## src/rtl/crc_acc_pkg.sv

```systemverilog
package crc_acc_pkg;
  localparam int unsigned CRC_W = 32;
  localparam int unsigned DATA_BYTES = 8;
  localparam int unsigned SIZE_COUNT = $clog2(DATA_BYTES) + 1;
  localparam int unsigned SIZE_W = $clog2(SIZE_COUNT);

  typedef enum logic {
    POLY_IEEE = 1'b0,
    POLY_CASTAGNOLI = 1'b1
  } polyKind_t;

  // strobes from control to datapath
  typedef struct packed {
    logic load;
  } ctrlStrobes_t;
endpackage

```

## src/rtl/crc_acc_byte_step.sv

```systemverilog
module crc_acc_byte_step #(
  parameter int unsigned CRC_W = 32
) (
  input  logic [CRC_W-1:0] crcIn,
  input  logic [7:0]       dataByte,
  input  logic [CRC_W-1:0] poly,
  output logic [CRC_W-1:0] crcNext
);
  logic [CRC_W-1:0] work;

  always_comb begin
    work = crcIn ^ {{(CRC_W-8){1'b0}}, dataByte};
    for (int b = 0; b < 8; b++) begin
      if (work[0]) work = (work >> 1) ^ poly;
      else         work = work >> 1;
    end
  end

  assign crcNext = work;
endmodule

```

## src/rtl/crc_acc_datapath.sv

```systemverilog
module crc_acc_datapath
  import crc_acc_pkg::*;
#(
  parameter int unsigned CRC_W = 32,
  parameter int unsigned DATA_BYTES = 8,
  parameter logic [CRC_W-1:0] POLY_A = 32'hEDB88320,
  parameter logic [CRC_W-1:0] POLY_B = 32'h82F63B78,
  localparam int unsigned SIZE_COUNT = $clog2(DATA_BYTES) + 1,
  localparam int unsigned SIZE_W = $clog2(SIZE_COUNT)
) (
  input  logic                  clk,
  input  logic                  rstN,
  input  ctrlStrobes_t          strobes,
  input  logic [CRC_W-1:0]      accIn,
  input  logic [8*DATA_BYTES-1:0] dataIn,
  input  logic [SIZE_W-1:0]     sizeCode,
  input  polyKind_t             polySel,
  output logic [CRC_W-1:0]      crcOut
);
  logic [CRC_W-1:0] activePoly;
  logic [CRC_W-1:0] chain [DATA_BYTES+1];
  logic [CRC_W-1:0] selected;
  logic [CRC_W-1:0] resultQ;

  assign activePoly = (polySel == POLY_CASTAGNOLI) ? POLY_B : POLY_A;
  assign chain[0] = accIn;

  for (genvar g = 0; g < DATA_BYTES; g++) begin : gStep
    crc_acc_byte_step #(.CRC_W(CRC_W)) step_i (
      .crcIn   (chain[g]),
      .dataByte(dataIn[8*g +: 8]),
      .poly    (activePoly),
      .crcNext (chain[g+1])
    );
  end

  // tap the chain after 2**sizeCode bytes
  always_comb begin
    selected = chain[1];
    for (int k = 0; k < SIZE_COUNT; k++) begin
      if (sizeCode == SIZE_W'(k)) selected = chain[1 << k];
    end
  end

  always_ff @(posedge clk) begin
    if (!rstN)             resultQ <= '0;
    else if (strobes.load) resultQ <= selected;
  end

  assign crcOut = resultQ;
endmodule

```

## src/rtl/crc_acc_control.sv

```systemverilog
module crc_acc_control
  import crc_acc_pkg::*;
(
  input  logic         clk,
  input  logic         rstN,
  input  logic         inValid,
  input  logic         outReady,
  output logic         inReady,
  output logic         outValid,
  output ctrlStrobes_t strobes
);
  logic holdQ;

  assign inReady = !holdQ || outReady;
  assign strobes.load = inValid && inReady;

  always_ff @(posedge clk) begin
    if (!rstN)             holdQ <= 1'b0;
    else if (strobes.load) holdQ <= 1'b1;
    else if (outReady)     holdQ <= 1'b0;
  end

  assign outValid = holdQ;
endmodule

```

## src/rtl/crc_acc_unit.sv

```systemverilog
module crc_acc_unit
  import crc_acc_pkg::*;
(
  input  logic                    clk,
  input  logic                    rstN,
  input  logic                    inValid,
  output logic                    inReady,
  input  logic [CRC_W-1:0]        accIn,
  input  logic [8*DATA_BYTES-1:0] dataIn,
  input  logic [SIZE_W-1:0]       sizeCode,
  input  logic                    polySel,
  output logic                    outValid,
  input  logic                    outReady,
  output logic [CRC_W-1:0]        crcOut
);
  ctrlStrobes_t strobes;

  crc_acc_control ctrl_i (
    .clk     (clk),
    .rstN    (rstN),
    .inValid (inValid),
    .outReady(outReady),
    .inReady (inReady),
    .outValid(outValid),
    .strobes (strobes)
  );

  crc_acc_datapath #(.CRC_W(CRC_W), .DATA_BYTES(DATA_BYTES)) dp_i (
    .clk     (clk),
    .rstN    (rstN),
    .strobes (strobes),
    .accIn   (accIn),
    .dataIn  (dataIn),
    .sizeCode(sizeCode),
    .polySel (polyKind_t'(polySel)),
    .crcOut  (crcOut)
  );
endmodule

```

## config.mk

```make
export PLATFORM = sky130hd
export DESIGN_NAME = crc_acc_unit
export DESIGN_NICKNAME = d
export VERILOG_FILES = /design/src/rtl/crc_acc_pkg.sv /design/src/rtl/crc_acc_byte_step.sv /design/src/rtl/crc_acc_datapath.sv /design/src/rtl/crc_acc_control.sv /design/src/rtl/crc_acc_unit.sv
export SDC_FILE = /design/constraint.sdc
export NUM_CORES = 1
export LEC_CHECK = 0
export BUFFER_PORTS_ARGS = -buffer_cell sky130_fd_sc_hd__buf_2
export CORE_AREA = 2 2 376 378
export CTS_CLUSTER_SIZE = 24
export DETAILED_ROUTE_END_ITERATION = 7
export DIE_AREA = 0 0 378 380
export GPL_TIMING_DRIVEN = 1
export PLACE_DENSITY_LB_ADDON = 0.25
export SLEW_MARGIN = 20
export SYNTH_ARGS = -nofsm -noshare
export SYNTH_HDL_FRONTEND = slang
export SYNTH_HIERARCHICAL = 1
export SYNTH_SLANG_ARGS = --single-unit
```

## constraint.sdc

```tcl
create_clock -name clk -period 31.1 [get_ports clk]
set_input_delay 3.11 -clock clk [delete_from_list [all_inputs] [get_ports clk]]
set_output_delay 3.11 -clock clk [all_outputs]
set_load 0.02 [all_outputs]
```

# Yosys cells after proc, flatten, opt, wreduce, memory -nomap -nowiden
# Cells that the tools add are included.
# Widths: inputs -> output; s select.
# classes
n_addsub,0
mul,0
div,0
order_cmp,0
n_eq_ne,3
shift,0
n_mux,70
n_bitwise,72
n_reduce_logical,4
# op_table
cell,n
$mux 32,67
$xor 31x32->32,64
$xor 32x8->32,8
$mux 31,1
$eq 2x2->1 const B,2
$eq 2x1->1 const B,1
$mux 1,2
$reduce_bool 2->1,1
$logic_and 1x1->1,1
$logic_not 1->1,1
$logic_or 1x1->1,1
# totals
ff_bits,33
latch_bits,0
ram_bits,0
rom_bits,0
output_inout_bits,34
memories,0

# Logic depth before layout (Yosys ltp)
# Gate-level depths: netlist of the first run.
# depth
ltp_word,137
mapped_depth,114
ltp_nobuf,90

# Hierarchy
# Netlist of the first run, hierarchy kept.
# modules_own_cells
module,n_inst,cells_per_inst,area_per_inst_um2,seq_area_each_um2
crc_acc_byte_step,8,692,4934.7,0.0
crc_acc_datapath,1,185,2016.9,640.6
crc_acc_control,1,5,57.6,20.0

# Worst setup path after synthesis of the first run
# OpenSTA, ideal clock, no wires.
# synth_path
path_kind,input to register
startpoint,input polySel
endpoint,register dp_i.resultQ[18] (netlist: dp_i/crcOut[18])
arrival_time_ns,23.084
required_time_ns,30.967
path_slack_ns,7.883
path_stages,99
path_buffers,10
cell_sequence,clkbuf_1 inv_1 or3_1 a21oi_1 a211oi_2 or3_1 o211ai_1 buf_2 o2111ai_1 o21ai_1 xnor3_1 xnor2_1 xor2_1 a21oi_1 or3_1 a21oi_1 a211oi_2 or3_1 [63 not listed] o21ai_1 xnor3_1 xnor2_1 xor2_1 a21oi_1 or3_1 a21oi_1 a211oi_2 or3_1 o211ai_1 buf_2 buf_2 o2111ai_1 o21ai_1 xnor3_1 xnor2_1 mux2i_1 o221ai_1
# synth_lines
item,line,rtl
from (decl),crc_acc_unit.sv:11,"input logic polySel,"
to (signal assigned),crc_acc_datapath.sv:47,else if (strobes.load) resultQ <= selected;
to (decl),crc_acc_datapath.sv:23,logic [CRC_W-1:0] resultQ;

==> impl_metrics.tcl, run 1 <==
set metrics [dict create \
    run_status "complete, but fails checks" \
    failing_checks "slew limit" \
    drt-wirelength-per-cell_microns 19.1 \
    clock_path_buffers 2 \
    cts_made_buffers 5 \
    final_layout_size_suffix_gt1_share_pct 8.61 \
    number_of_synthesized_flops_with_an_enable_pin 0 \
    grt_overflow 0 \
    vias 37600 \
    area_growth_pct 4.77 \
    drt_pre_antenna_iters 5 \
    die-area_sq_um 144000 \
    post_drt_via_cell_ratio 5.11 \
    critical-path-top-cell-by-count "sky130_fd_sc_hd__a21oi_1" \
    worstPathMaxFanout 103 \
    slew_at_the_pin_closest_to_its_max_slew_limit_ns 2.60 \
    ant_nets 0 \
    initial_core_util_pct 29.9 \
    hpwl_mm 99.1 \
    syn_area_per_cell_sq_um 7.26 \
    drt_iter0_drc 3336 \
    io_pins 137 \
    setup.worst_path.start "polySel" \
    remaining_drc_errors 0 \
    timing.critical_path.from_type "primary input" \
    cts.root.buffer_cell "sky130_fd_sc_hd__clkbuf_16" \
    dieWidth_microns 378 \
    arrival_ns 27.61 \
    io_buffers 136 \
    buffers_inserted_during_post_cts_setup_optimization 0 \
    netlist_instances 5726 \
    finalWirelength_mm 141 \
    clk_pin_slew_ns 0.07 \
    stdcell_area_sq_um 43500 \
    clk-insertion-delay-late_ns 0.30 \
    max-cap-violations 0 \
    timing.hold.ws_ns 0.498 \
    first_global_vias 35200 \
    worst_ep_required_time_ns 31.32 \
    yosys_register_bits 33 \
    fin_hold_viols 0 \
    gr-usage-all-layers_pct 18.9 \
    layout.cells.most_common "sky130_fd_sc_hd__nand2_1" \
    finalSetupViolations 0 \
    setup_total_negative_slack_ns 0 \
    timing.rr.start "ctrl_i/outValid" \
    cts_repair_resize_count 0 \
    critPathSlowestCell "sky130_fd_sc_hd__buf_8" \
    antenna_found_initial 8 \
    slew_viol_final 248 \
    holdCritStartpoint "dp_i/crcOut[21]" \
    cts_tree "built" \
    netlist-cell-type-count 61 \
    timing.slew.headroom_pct -73.3 \
    mappedNetlistArea_sq_um 41600 \
    crit_path_end_kind "flop" \
    setup.worst_path.class "primary input to flop" \
    gp_congestion 0.862 \
    timing.hold.worst.class "flop to flop" \
    floorplan.core_area_sq_um 139000 \
    fin_crit_ns 27.39 \
    placement.cell_area_sq_um 43400 \
    final_net_count 5584 \
    layout_worst_path_cycle_share_pct 88.1 \
    ys_seq_area_share_pct 1.59 \
    grt_max_degree 161 \
    cts_num_sinks 33 \
    max_freq_mhz 36.5 \
    finalClockSkew_ns 0.0146 \
    cts.hold.buffers_added 0 \
    synth_warnings 6 \
    die-height_microns 380 \
    row_count 137 \
    htree_levels 2 \
    rsz0062_at_grt "no" \
    ys_async_sr_fraction_pct 0 \
    layout.cells.most_common_list "sky130_fd_sc_hd__nand2_1, sky130_fd_sc_hd__xnor2_1, sky130_fd_sc_hd__nand3_1" \
    synthFlopType "sky130_fd_sc_hd__dfxtp_1" \
    worst_path_largest_cell_delay_ns 0.47 \
    grt_pass1_wl_mm 219 \
]
-- registers in the layout (all words and copies together), names as in the netlist --
signal           cells
dp_i/crcOut         32
ctrl_i/outValid      1
-- worst paths after layout --
check                           slack, ns              end  depth (start not counted)
worst min-delay path                 0.50  dp_i/crcOut[21]                          2
worst min register to register       0.50  dp_i/crcOut[21]                          2
worst max-delay path                 3.71   dp_i/crcOut[3]                         99
worst max register to register      29.27  dp_i/crcOut[31]                          5
-- cell usage after synthesis (94+ instances only) --
cell	n	share of area (%)
sky130_fd_sc_hd__buf_2	94	1.1
sky130_fd_sc_hd__clkbuf_1	478	4.3
sky130_fd_sc_hd__nand2_1	1448	13
sky130_fd_sc_hd__nand3_1	297	3.6
sky130_fd_sc_hd__nor2_1	104	0.94
sky130_fd_sc_hd__nor3b_1	168	3.0
sky130_fd_sc_hd__o2111ai_1	240	5.1
sky130_fd_sc_hd__o21ai_1	240	2.9
sky130_fd_sc_hd__xnor2_1	1192	25
sky130_fd_sc_hd__xnor3_1	256	14
sky130_fd_sc_hd__xor2_1	288	6.1
-- layer usage --
| layer | vias to the layer above | share of wire (%) | GRT usage, % | wire, microns |
|---|---|---|---|---|
| met5 | - | 0.016 | 0 | 23 |
| met4 | 4 | 2.7 | 4.46 | 3770 |
| met3 | 140 | 6.7 | 3.54 | 9420 |
| met2 | 1038 | 45 | 29.9 | 63300 |
| met1 | 17800 | 46 | 26.4 | 64100 |
| li1 | 18600 | - | - | - |
-- critical path, delay by kind of cell --
| kind | cells | cell delay, ns |
|---|---|---|
| XOR/XNOR | 23 | 6.44 |
| multiplexers | 1 | 0.17 |
| buffers and inverters | 11 | 3.81 |
| AND/OR/NAND/NOR | 10 | 4.05 |
| AO/OA/AOI/OAI | 54 | 9.79 |
-- area by class of cell --
type | count | area (sq um)
antenna | 3 | 7.51
clock buffer | 7 | 143
clock inverter | 1 | 30.0
fill | 15100 | 95700
inverter | 42 | 165
multi-input combinational | 5157 | 38600
sequential | 33 | 661
tap | 1876 | 2350
timing repair buffer | 242 | 1530
-- per-stage QoR --
step           utilization, %  worst slack [ns]  cells
4_1_cts                  31.3              3.89   7358
5_1_grt                  31.3              1.48   7359
3_3_place_gp             31.1              3.84   7348
2_1_floorplan               -              7.88   5884
3_5_place_dp             31.1              3.64   7350
6_report                 31.3              3.71   7361
-- cell families (layout without fill, tap and decap cells) --
family                    count (synthesis)  in the layout  share of synthesized area, %
AOI/OAI and AO/OA                       825            825                          14.8
muxes                                    80             80                          1.95
DFF                                      33             33                          1.59
xor gates and xnor gates               1816           1816                          48.8
and+or+nand+nor                        2276           2276                          25.6
buffers and inverters                   694            292                          7.20
other                                     2            163                        0.0181
Power of run 1 is left out: the tool's default activity adds up to more than one toggle a clock period on the data nets, which glitch-free logic cannot reach.
==> run 2: changes to the inputs <==
--- a/config.mk
+++ b/config.mk
@@ -6,10 +6,11 @@
 export NUM_CORES = 1
 export LEC_CHECK = 0
 export BUFFER_PORTS_ARGS = -buffer_cell sky130_fd_sc_hd__buf_2
-export CORE_AREA = 2 2 376 378
+export CORE_AREA = 5 5 379 381
 export CTS_CLUSTER_SIZE = 24
 export DETAILED_ROUTE_END_ITERATION = 7
-export DIE_AREA = 0 0 378 380
+export DIE_AREA = 0 0 384 386
+export GPL_ROUTABILITY_DRIVEN = 0
 export GPL_TIMING_DRIVEN = 1
 export PLACE_DENSITY_LB_ADDON = 0.25
 export SLEW_MARGIN = 20
==> constraint.sdc (replaced) <==
create_clock -name clk -period 31.1 [get_ports clk]
set_input_delay 6.22 -clock clk [delete_from_list [all_inputs] [get_ports clk]]
set_output_delay 6.22 -clock clk [all_outputs]
set_load 0.02 [all_outputs]
==> impl_metrics.tcl, run 2 (synthesis gave the netlist of run 1 again) <==
set metrics [dict create \
    io_pins 137 \
    finalClockSkew_ns 0.0127 \
    die-area_sq_um 148000 \
    drt_iter0_drc 3554 \
    cp-endpoint "dp_i/crcOut[12]" \
    timing.hold.worst.class "flop to flop" \
    largest_register_ffs 32 \
    slew_viol_final 248 \
    timing.slew.headroom_pct -88.0 \
    footprint_of_the_multi_input_gates_sq_um 38700 \
    cts.hold.buffers_added 0 \
    crit_path_end_kind "flop" \
    initial_core_util_pct 29.6 \
    fin_crit_ns 29.42 \
    clk_pin_slew_ns 0.08 \
    timing.critical_path.from_type "primary input" \
    slew_at_the_pin_closest_to_its_max_slew_limit_ns 2.82 \
    setup.worst_path.class "primary input to flop" \
    area_growth_pct 4.96 \
    n_fill_cell 15200 \
    layout.cells.most_common "sky130_fd_sc_hd__nand2_1" \
    antenna_found_initial 10 \
    cts.root.buffer_cell "sky130_fd_sc_hd__clkbuf_16" \
    layout.cells.non_filler 7383 \
    run_status "complete, but fails checks" \
    hpwl_mm 99.7 \
    timing.rr.start "ctrl_i/outValid" \
    worst-r2r-cell-count 5 \
    grt_max_degree 170 \
    die-height_microns 386 \
    worst_path_largest_cell_delay_ns 0.70 \
    floorplan.core_area_sq_um 140000 \
    placed_cells_incl_taps 7372 \
    arrival_ns 29.58 \
    clk-insertion-delay-late_ns 0.31 \
    drt_pre_antenna_iters 5 \
    critPathSlowestCell "sky130_fd_sc_hd__a311oi_4" \
    row_count 138 \
    final-seq-area_sq_um 661 \
    htree_levels 2 \
    final_net_count 5592 \
    layout_worst_path_cycle_share_pct 94.6 \
    drt-wirelength-per-cell_microns 18.9 \
    grt_pass1_wl_mm 218 \
    remaining_drc_errors 0 \
    cts_made_buffers 5 \
    critical-path-top-cell-by-count "sky130_fd_sc_hd__xnor2_1" \
    post_drt_via_cell_ratio 5.11 \
    ant_nets 0 \
    vias 37700 \
    max-cap-violations 0 \
    regToRegEndpoint "dp_i/crcOut[29]" \
    io_buffers 136 \
    rsz0062_at_grt "no" \
    fin_hold_viols 0 \
    dieWidth_microns 384 \
    max_freq_mhz 34.0 \
    clock_path_buffers 2 \
    first_global_vias 34900 \
    worst_ep_required_time_ns 31.26 \
    finalWirelength_mm 140 \
    cts_num_sinks 33 \
    final_layout_size_suffix_gt1_share_pct 8.89 \
    worstPathMaxFanout 34 \
    setup_total_negative_slack_ns 0 \
    finalSetupViolations 0 \
    regToRegSetupSlack_ns 29.46 \
    failing_checks "slew limit" \
    grt_overflow 0 \
    setup.worst_path.start "dataIn[1]" \
    cts_tree "built" \
    layout.cells.most_common_list "sky130_fd_sc_hd__nand2_1, sky130_fd_sc_hd__xnor2_1, sky130_fd_sc_hd__nand3_1" \
    gr-usage-all-layers_pct 18.1 \
]
run 2: changes by cell type in the layout (fill, tap and decap cells not counted), moves of 2 or more:
cell and delta:
sky130_fd_sc_hd__buf_4 +10, sky130_fd_sc_hd__nor4_1 -3, sky130_fd_sc_hd__nor4_2 +3, sky130_fd_sc_hd__and2_1 -2, sky130_fd_sc_hd__and2_2 +2, sky130_fd_sc_hd__buf_6 -2
sky130_fd_sc_hd__clkinv_2 +2
run 2: final cells by class:
cell class                 count  share of cell area, %
inverter                      42                  0.379
timing repair buffer         250                   3.64
clock buffer                   6                  0.295
sequential                    33                   1.51
multi-input combinational   5157                   88.7
tap                         1890                   5.42
clock inverter                 2                 0.0230
antenna                        3                 0.0172
run 2: timing repair:
item                                    CTS  global route
buffers inserted                          0             0
gates resized for setup                   0             6
endpoints found under the setup margin    0             1
run 2: critical path: cells and delay by family:
kind | cells | cell delay, ns
AO/OA/AOI/OAI | 41 | 8.68
XOR/XNOR | 30 | 8.65
buffers and inverters | 9 | 2.45
multiplexers | 1 | 0.17
AND/OR/NAND/NOR | 14 | 3.30
run 2: how the worst min path moves through the flow:
stage	startpoint	endpoint	slack [ns]	cells after the start
2_1_floorplan	dp_i/crcOut[25]	dp_i/crcOut[25]	0.60	2
3_3_place_gp	ctrl_i/outValid	ctrl_i/outValid	0.49	2
3_5_place_dp	ctrl_i/outValid	ctrl_i/outValid	0.51	2
4_1_cts	ctrl_i/outValid	ctrl_i/outValid	0.52	2
5_1_grt	ctrl_i/outValid	ctrl_i/outValid	0.53	2
6_report	ctrl_i/outValid	ctrl_i/outValid	0.52	2
run 2: per-layer routing:
metal  routed length [microns]  GRT usage (%)  part of all wire, %
met3                      7530           1.67                  5.4
met5                         7              0               0.0050
met2                     64800           29.6                   46
met1                     65400           26.4                   47
met4                      2090           2.36                  1.5
run 2: per-stage QoR:
step	utilization, %	worst slack, ns	area [sq um]	hold WS [ns]
2_1_floorplan	-	4.77	42100	0.603
3_3_place_gp	31.0	1.13	43400	0.490
3_5_place_dp	31.0	0.877	43400	0.508
4_1_cts	31.1	1.13	43600	0.519
5_1_grt	31.1	0.0800	43600	0.535
6_report	31.1	1.68	43600	0.515
Power of run 2 is left out for the same reason.
